### src/rtl/bwc_pkg.sv
`timescale 1ns/1ps
package bwc_pkg;
  typedef enum logic [1:0] {
    SZ_BYTE = 2'b00,
    SZ_WORD = 2'b01,
    SZ_LONG = 2'b10
  } size_e;

  function automatic size_e decode_size(input logic [1:0] code);
    case (code)
      2'b00:   return SZ_BYTE;
      2'b01:   return SZ_WORD;
      default: return SZ_LONG;
    endcase
  endfunction
endpackage

### src/rtl/bwc_cfg_latch.sv
`timescale 1ns/1ps
module bwc_cfg_latch
  import bwc_pkg::*;
(
  input  logic       clk,
  input  logic       rst_n,
  input  logic       big_i,
  input  logic [1:0] size_i,
  output logic       ok_o,
  output logic       big_o,
  output size_e      size_o
);
  logic  ok_q, ok_d;
  logic  big_q, big_d;
  size_e size_q, size_d;
  logic  cap_en;

  // capture once, on the first edge after reset release
  assign cap_en = !ok_q;

  always_comb begin
    ok_d   = ok_q;
    big_d  = big_q;
    size_d = size_q;
    if (cap_en) begin
      ok_d   = 1'b1;
      big_d  = big_i;
      size_d = decode_size(size_i);
    end
  end

  always_ff @(posedge clk or negedge rst_n) begin
    if (!rst_n) begin
      ok_q   <= 1'b0;
      big_q  <= 1'b0;
      size_q <= SZ_LONG;
    end else if (cap_en) begin
      ok_q   <= ok_d;
      big_q  <= big_d;
      size_q <= size_d;
    end
  end

  assign ok_o   = ok_q;
  assign big_o  = big_q;
  assign size_o = size_q;
endmodule

### src/rtl/bwc_lane_map.sv
`timescale 1ns/1ps
module bwc_lane_map
  import bwc_pkg::*;
#(
  parameter int LANE_W = 9,
  parameter int LANES  = 4
) (
  input  logic                               big_i,
  input  size_e                              size_i,
  input  logic [$clog2(LANES)-1:0]           idx_i,
  output logic                               last_o,
  output logic [$clog2(LANE_W*LANES)-1:0]    shift_o,
  output logic [LANE_W*LANES-1:0]            mask_o
);
  localparam int W    = LANE_W * LANES;
  localparam int SH_W = $clog2(W);

  int unsigned slots;
  int unsigned slot_w;
  int unsigned pos;

  always_comb begin
    case (size_i)
      SZ_BYTE: begin slots = LANES;     slot_w = LANE_W;     end
      SZ_WORD: begin slots = LANES / 2; slot_w = 2 * LANE_W; end
      default: begin slots = 1;         slot_w = W;          end
    endcase
    // transfer index -> slot position within the long word
    if (big_i) pos = slots - 1 - int'(idx_i);
    else       pos = int'(idx_i);
    last_o  = (int'(idx_i) == slots - 1);
    shift_o = SH_W'(pos * slot_w);
    mask_o  = {W{1'b1}} >> (W - slot_w);
  end
endmodule

### src/rtl/bwc_unpack.sv
`timescale 1ns/1ps
module bwc_unpack
  import bwc_pkg::*;
#(
  parameter int LANE_W = 9,
  parameter int LANES  = 4
) (
  input  logic                     clk,
  input  logic                     rst_n,
  input  logic                     cfg_ok_i,
  input  logic                     big_i,
  input  size_e                    size_i,
  input  logic                     wide_valid_i,
  output logic                     wide_ready_o,
  input  logic [LANE_W*LANES-1:0]  wide_data_i,
  output logic                     nar_valid_o,
  input  logic                     nar_ready_i,
  output logic [LANE_W*LANES-1:0]  nar_data_o
);
  localparam int W     = LANE_W * LANES;
  localparam int IDX_W = $clog2(LANES);
  localparam int SH_W  = $clog2(W);

  logic             full_q, full_d;
  logic [IDX_W-1:0] idx_q, idx_d;
  logic [W-1:0]     buf_q, buf_d;
  logic             take, load, last, step_en;
  logic [SH_W-1:0]  shift;
  logic [W-1:0]     mask;

  bwc_lane_map #(.LANE_W(LANE_W), .LANES(LANES)) u_map (
    .big_i   (big_i),
    .size_i  (size_i),
    .idx_i   (idx_q),
    .last_o  (last),
    .shift_o (shift),
    .mask_o  (mask)
  );

  assign take         = full_q && nar_ready_i;
  assign wide_ready_o = cfg_ok_i && (!full_q || (take && last));
  assign load         = wide_valid_i && wide_ready_o;
  assign step_en      = take || load;

  always_comb begin
    full_d = full_q;
    idx_d  = idx_q;
    buf_d  = buf_q;
    if (take) begin
      if (last) begin
        full_d = 1'b0;
        idx_d  = '0;
      end else begin
        idx_d  = idx_q + IDX_W'(1);
      end
    end
    if (load) begin
      full_d = 1'b1;
      idx_d  = '0;
      buf_d  = wide_data_i;
    end
  end

  always_ff @(posedge clk or negedge rst_n) begin
    if (!rst_n) begin
      full_q <= 1'b0;
      idx_q  <= '0;
      buf_q  <= '0;
    end else if (step_en) begin
      full_q <= full_d;
      idx_q  <= idx_d;
      buf_q  <= buf_d;
    end
  end

  assign nar_valid_o = full_q;
  assign nar_data_o  = (buf_q >> shift) & mask;
endmodule

### src/rtl/bwc_pack.sv
`timescale 1ns/1ps
module bwc_pack
  import bwc_pkg::*;
#(
  parameter int LANE_W = 9,
  parameter int LANES  = 4
) (
  input  logic                     clk,
  input  logic                     rst_n,
  input  logic                     cfg_ok_i,
  input  logic                     big_i,
  input  size_e                    size_i,
  input  logic                     nar_valid_i,
  output logic                     nar_ready_o,
  input  logic [LANE_W*LANES-1:0]  nar_data_i,
  output logic                     wide_valid_o,
  input  logic                     wide_ready_i,
  output logic [LANE_W*LANES-1:0]  wide_data_o
);
  localparam int W     = LANE_W * LANES;
  localparam int IDX_W = $clog2(LANES);
  localparam int SH_W  = $clog2(W);

  logic             full_q, full_d;
  logic [IDX_W-1:0] idx_q, idx_d;
  logic [W-1:0]     acc_q, acc_d;
  logic             accept, give, last, step_en;
  logic [SH_W-1:0]  shift;
  logic [W-1:0]     mask;

  bwc_lane_map #(.LANE_W(LANE_W), .LANES(LANES)) u_map (
    .big_i   (big_i),
    .size_i  (size_i),
    .idx_i   (idx_q),
    .last_o  (last),
    .shift_o (shift),
    .mask_o  (mask)
  );

  assign give        = full_q && wide_ready_i;
  assign nar_ready_o = cfg_ok_i && (!full_q || wide_ready_i);
  assign accept      = nar_valid_i && nar_ready_o;
  assign step_en     = accept || give;

  always_comb begin
    full_d = full_q && !wide_ready_i;
    idx_d  = idx_q;
    acc_d  = acc_q;
    if (accept) begin
      acc_d = (acc_q & ~(mask << shift)) | ((nar_data_i & mask) << shift);
      if (last) begin
        full_d = 1'b1;
        idx_d  = '0;
      end else begin
        idx_d  = idx_q + IDX_W'(1);
      end
    end
  end

  always_ff @(posedge clk or negedge rst_n) begin
    if (!rst_n) begin
      full_q <= 1'b0;
      idx_q  <= '0;
      acc_q  <= '0;
    end else if (step_en) begin
      full_q <= full_d;
      idx_q  <= idx_d;
      acc_q  <= acc_d;
    end
  end

  assign wide_valid_o = full_q;
  assign wide_data_o  = acc_q;
endmodule

### src/rtl/bus_width_conv.sv
`timescale 1ns/1ps
module bus_width_conv
  import bwc_pkg::*;
#(
  parameter int LANE_W = 9,
  parameter int LANES  = 4
) (
  input  logic                     clk,
  input  logic                     rst_n,
  input  logic                     endian_big_i,
  input  logic [1:0]               size_sel_i,
  input  logic                     w2n_wide_valid_i,
  output logic                     w2n_wide_ready_o,
  input  logic [LANE_W*LANES-1:0]  w2n_wide_data_i,
  output logic                     w2n_nar_valid_o,
  input  logic                     w2n_nar_ready_i,
  output logic [LANE_W*LANES-1:0]  w2n_nar_data_o,
  input  logic                     n2w_nar_valid_i,
  output logic                     n2w_nar_ready_o,
  input  logic [LANE_W*LANES-1:0]  n2w_nar_data_i,
  output logic                     n2w_wide_valid_o,
  input  logic                     n2w_wide_ready_i,
  output logic [LANE_W*LANES-1:0]  n2w_wide_data_o
);
  logic  cfg_ok;
  logic  cfg_big;
  size_e cfg_size;

  bwc_cfg_latch u_cfg (
    .clk    (clk),
    .rst_n  (rst_n),
    .big_i  (endian_big_i),
    .size_i (size_sel_i),
    .ok_o   (cfg_ok),
    .big_o  (cfg_big),
    .size_o (cfg_size)
  );

  bwc_unpack #(.LANE_W(LANE_W), .LANES(LANES)) u_unpack (
    .clk          (clk),
    .rst_n        (rst_n),
    .cfg_ok_i     (cfg_ok),
    .big_i        (cfg_big),
    .size_i       (cfg_size),
    .wide_valid_i (w2n_wide_valid_i),
    .wide_ready_o (w2n_wide_ready_o),
    .wide_data_i  (w2n_wide_data_i),
    .nar_valid_o  (w2n_nar_valid_o),
    .nar_ready_i  (w2n_nar_ready_i),
    .nar_data_o   (w2n_nar_data_o)
  );

  bwc_pack #(.LANE_W(LANE_W), .LANES(LANES)) u_pack (
    .clk          (clk),
    .rst_n        (rst_n),
    .cfg_ok_i     (cfg_ok),
    .big_i        (cfg_big),
    .size_i       (cfg_size),
    .nar_valid_i  (n2w_nar_valid_i),
    .nar_ready_o  (n2w_nar_ready_o),
    .nar_data_i   (n2w_nar_data_i),
    .wide_valid_o (n2w_wide_valid_o),
    .wide_ready_i (n2w_wide_ready_i),
    .wide_data_o  (n2w_wide_data_o)
  );
endmodule

### config.mk
export PLATFORM = sky130hd
export DESIGN_NAME = bus_width_conv
export DESIGN_NICKNAME = d
export VERILOG_FILES = /design/src/rtl/bwc_pkg.sv /design/src/rtl/bwc_cfg_latch.sv /design/src/rtl/bwc_lane_map.sv /design/src/rtl/bwc_unpack.sv /design/src/rtl/bwc_pack.sv /design/src/rtl/bus_width_conv.sv
export SDC_FILE = /design/constraint.sdc
export NUM_CORES = 1
export LEC_CHECK = 0
export BUFFER_PORTS_ARGS = -buffer_cell sky130_fd_sc_hd__buf_4
export CORE_ASPECT_RATIO = 1.1
export CORE_MARGIN = 2
export CORE_UTILIZATION = 32
export DETAILED_ROUTE_END_ITERATION = 8
export PLACE_DENSITY = 0.63
export SYNTH_ARGS = -nofsm -noshare
export SYNTH_HDL_FRONTEND = slang
export SYNTH_SLANG_ARGS = --single-unit
### constraint.sdc
create_clock -name clk -period 17.1 [get_ports clk]
set_clock_uncertainty 0.15 [all_clocks]
set_input_delay 0.855 -clock clk [delete_from_list [all_inputs] [get_ports clk]]
set_output_delay 0.855 -clock clk [all_outputs]
set_load 0.05 [all_outputs]
==> run summary <==
SYNTHESIS
-------------------------------------------------------------------------------------------
Count of cell types in the netlist                                                       85
Top cells by area, synth                                                       dfrtp_1, mux2i_1, mux4_2
Gate count after technology mapping                                                     951
Number of flops mapped to enable cells by yosys                                           0
Synthesis warning total                                                                   0
Syn Area/Cell                                                                      9.03 µm²
Seq/Total Area, Yosys                                                                 0.239
Ys flop type                                                                        dfrtp_1
Synth Register Bits                                                                      82
Largest area contributor in the netlist                                             dfrtp_1
Top cell type's share of synthesized area                                             0.236
Share of synthesized registers carrying an async set or reset                          1.00
Number of nets produced by synthesis                                                   1066
Combined area of all synthesized cells                                          0.00859 mm²

SETUP PATH
-------------------------------------------------------------------------------------------
Biggest fanout along the worst timing path                                               32
Element type at the critical path start                                           flip-flop
Critical Path Source                                                           u_cfg.size_o[1]
Path depth of the worst reg2reg path                                                     22
Type of the setup path with the least slack                                    flip-flop to output port
Required time at the worst-slack endpoint                                          16100 ps
Crit path arrival time                                                              7660 ps
Critical path capture point type                                                output port
Launch instance of the worst register-to-register path                         u_cfg.size_o[1]

GRT
-------------------------------------------------------------------------------------------
Initial antenna violation count                                                           0
Maximum number of pins on one net before global-route repair                             72
Via count of the first global-routing pass                                             8087
Global-route wire length before repair                                             46000 µm
Global route total overflow                                                               0
All-Layer GR Usage                                                                    0.208

FINISH
-------------------------------------------------------------------------------------------
Fill cell total of the finished layout                                                 2714
Non-filler cells in the finished layout                                                1411
Layout-stage area growth over the synthesis result                                    19.4%
Ratio of cells with drive above 1 in the final layout                                 0.280
Cell area after layout                                                           0.0103 mm²
Antenna diode instance count                                                              0
Final layout net count                                                                 1169

STA
-------------------------------------------------------------------------------------------
Shortest period the worst path allows                                               8670 ps
Setup repair after global routing missed its margin                                      no
Final setup violation count                                                               0
Max Transition Viols Final                                                                0
Highest clock frequency the design can meet                                         115 MHz
Minimum hold slack                                                                   276 ps
Final Hold Vio Count                                                                      0
Worst slew pin tran                                                                  968 ps
Worst max-slew margin expressed relative to the limit                                 0.354
Fin crit share                                                                        0.507
Total Negative Setup Slacks                                                            0 ps

PLACED DESIGN
-------------------------------------------------------------------------------------------
Number of cells in the design after placement                                          1395
Half-perimeter wire length of the detailed placement result                        22500 µm
Post-detailed-placement cell area                                               0.00997 mm²
Global placer's final weighted congestion                                             0.966
Port Buffers                                                                            156

JOB
-------------------------------------------------------------------------------------------
Number of violations of the max-capacitance limit                                         0

WORST HOLD PATH
-------------------------------------------------------------------------------------------
Worst hold-check path type                                                     input port to asynchronous set/reset pin

CLOCK NETWORK
-------------------------------------------------------------------------------------------
# resized after CTS                                                                       0
Buffer levels on the longest clock path                                                   2
Source-to-sink clock delay at the later pin of the worst-skew pair                   350 ps
Number of sinks handled by clock tree synthesis                                          82
CTS hold repair buffers                                                                   0
TritonCTS clock tree                                                                   done
H-tree level count                                                                        3
Clk pin slew, worst setup/hold paths                                                  70 ps
Number of setup buffers added after CTS                                                   0
Root Buffer Master                                                                clkbuf_16
Total CTS buffers                                                                         9

OUTCOME
-------------------------------------------------------------------------------------------
Outcome                                                                        finished, final reports clean

DETAILED ROUTING
-------------------------------------------------------------------------------------------
Number of design-rule violations left by the first detailed-router iteration            798
Antenna-violating nets left                                                               0
Via count                                                                              8338
Number of vias per cell                                                                5.91
Wire length reported by the detailed router                                        29800 µm
Residual DRC                                                                              0
Routed wire per std cell                                                            21.1 µm
Pre-antenna DRT Iters                                                                     5

DIE
-------------------------------------------------------------------------------------------
Initial core utilization                                                              0.327
Chip width                                                                           160 µm
Floorplan Core Area                                                              0.0262 mm²
DIE AREA                                                                         0.0282 mm²
Die boundary height                                                                  176 µm
Std-Cell Rows                                                                            62
IO Count                                                                                157

-- sequential cells by signal (all words and copies together) (netlist names) --
register	count
u_cfg.big_o	1
u_cfg.ok_o	1
u_cfg.size_o	2
u_unpack.nar_valid_o	1
u_pack.wide_valid_o	1
u_unpack.idx_q	2
u_unpack.buf_q	36
u_pack.wide_data_o	36
u_pack.idx_q	2
-- worst max-delay path, stage by stage (launching register included) --
cell and delay, ps:
dfstp_2 550, or2_1 100, buf_4 370, ha_1 770
ha_1 280, inv_1 70, fa_1 390, ha_1 220
nor4b_1 380, fa_1 490, ha_1 290, inv_1 60
fa_1 510, fa_1 450, xnor2_1 190, xnor2_1 170
xnor3_1 500, nor2b_1 690, nand2_1 400, nor2_1 220
buf_4 230
-- area by class of cell --
class                           instances  area [µm²]  area share
Clock inverter                          6        47.5     0.00464
Clock buffer                           10         239      0.0233
Tap cell                              352         440      0.0430
Inverter                               31         124      0.0121
Sequential cell                        82        2050       0.200
Multi-Input combinational cell        762        6090       0.594
Timing Repair Buffer                  168        1260       0.123
-- synth_stat cells (5+ instances only) --
cell type,n
buf_2,9
nor2_1,75
mux2_2,54
fa_1,12
inv_1,26
nor3_1,19
nand3b_1,6
dfrtp_1,81
nand2b_1,14
o211ai_1,14
a31oi_1,10
clkbuf_1,52
ha_1,22
a221o_1,5
buf_1,10
nor4b_1,5
xnor2_1,5
and3_1,8
or2_2,5
o22ai_1,8
nand2_1,93
a22oi_1,9
mux4_2,39
a22o_1,14
nor2b_1,13
mux2i_1,95
a21oi_1,41
o21ai_0,66
and2_1,12
o221ai_1,10
nand3_1,26
-- per-stage QoR --
stage,worst slack (ps),utilization
global placement,9040,0.380
finish,8430,0.391
CTS,8490,0.391
floorplan,9030,-
global route,7980,0.391
detailed placement,8890,0.380
-- cells by family after synthesis --
group | synth area share
multiplexers | 0.287
XOR/XNOR | 0.0149
AO/OA/AOI/OAI | 0.185
buffers and inverters | 0.0525
flip-flops | 0.239
AND/OR/NAND/NOR | 0.161
adder cells (fa/ha/maj) | 0.0600
other | 0.000437
-- layer usage --
metal	track usage	share of wire	vias up
met5	0	0	-
met4	0.0980	0.049	0
met3	0.0460	0.083	89
met2	0.342	0.47	430
met1	0.260	0.39	4056
li1	-	-	3763
-- final timing paths --
| path | to | slack, ps |
|---|---|---|
| worst min register to register | u_pack.wide_data_o[7] | 330 |
| worst min-delay path | u_pack.wide_data_o[10] | 280 |
| worst max-delay path | w2n_nar_data_o[34] | 8430 |
| min in group clk | u_pack.wide_data_o[7] | 330 |
| max in group asynchronous | u_unpack.buf_q[13] | 15490 |
| worst max register to register | u_pack.wide_data_o[32] | 9640 |
-- cell usage in the layout, fill, tap and decap left out, types with 9 or more instances in the layout --
cell	instances
o21ai_0	66
fa_1	12
inv_1	26
mux2i_1	95
ha_1	20
clkbuf_16	9
nor2b_1	13
a21oi_1	41
dfrtp_1	81
nand2b_1	14
a22o_1	14
buf_4	168
a31oi_1	10
and2_1	12
o221ai_1	10
nand3_1	26
mux4_2	39
o211ai_1	14
mux2_2	54
a22oi_1	9
nor2_1	75
nand2_1	93
nor3_1	19
Power is left out: the tool's default activity adds up to more than one toggle a clock period on the data nets, which glitch-free logic cannot reach.
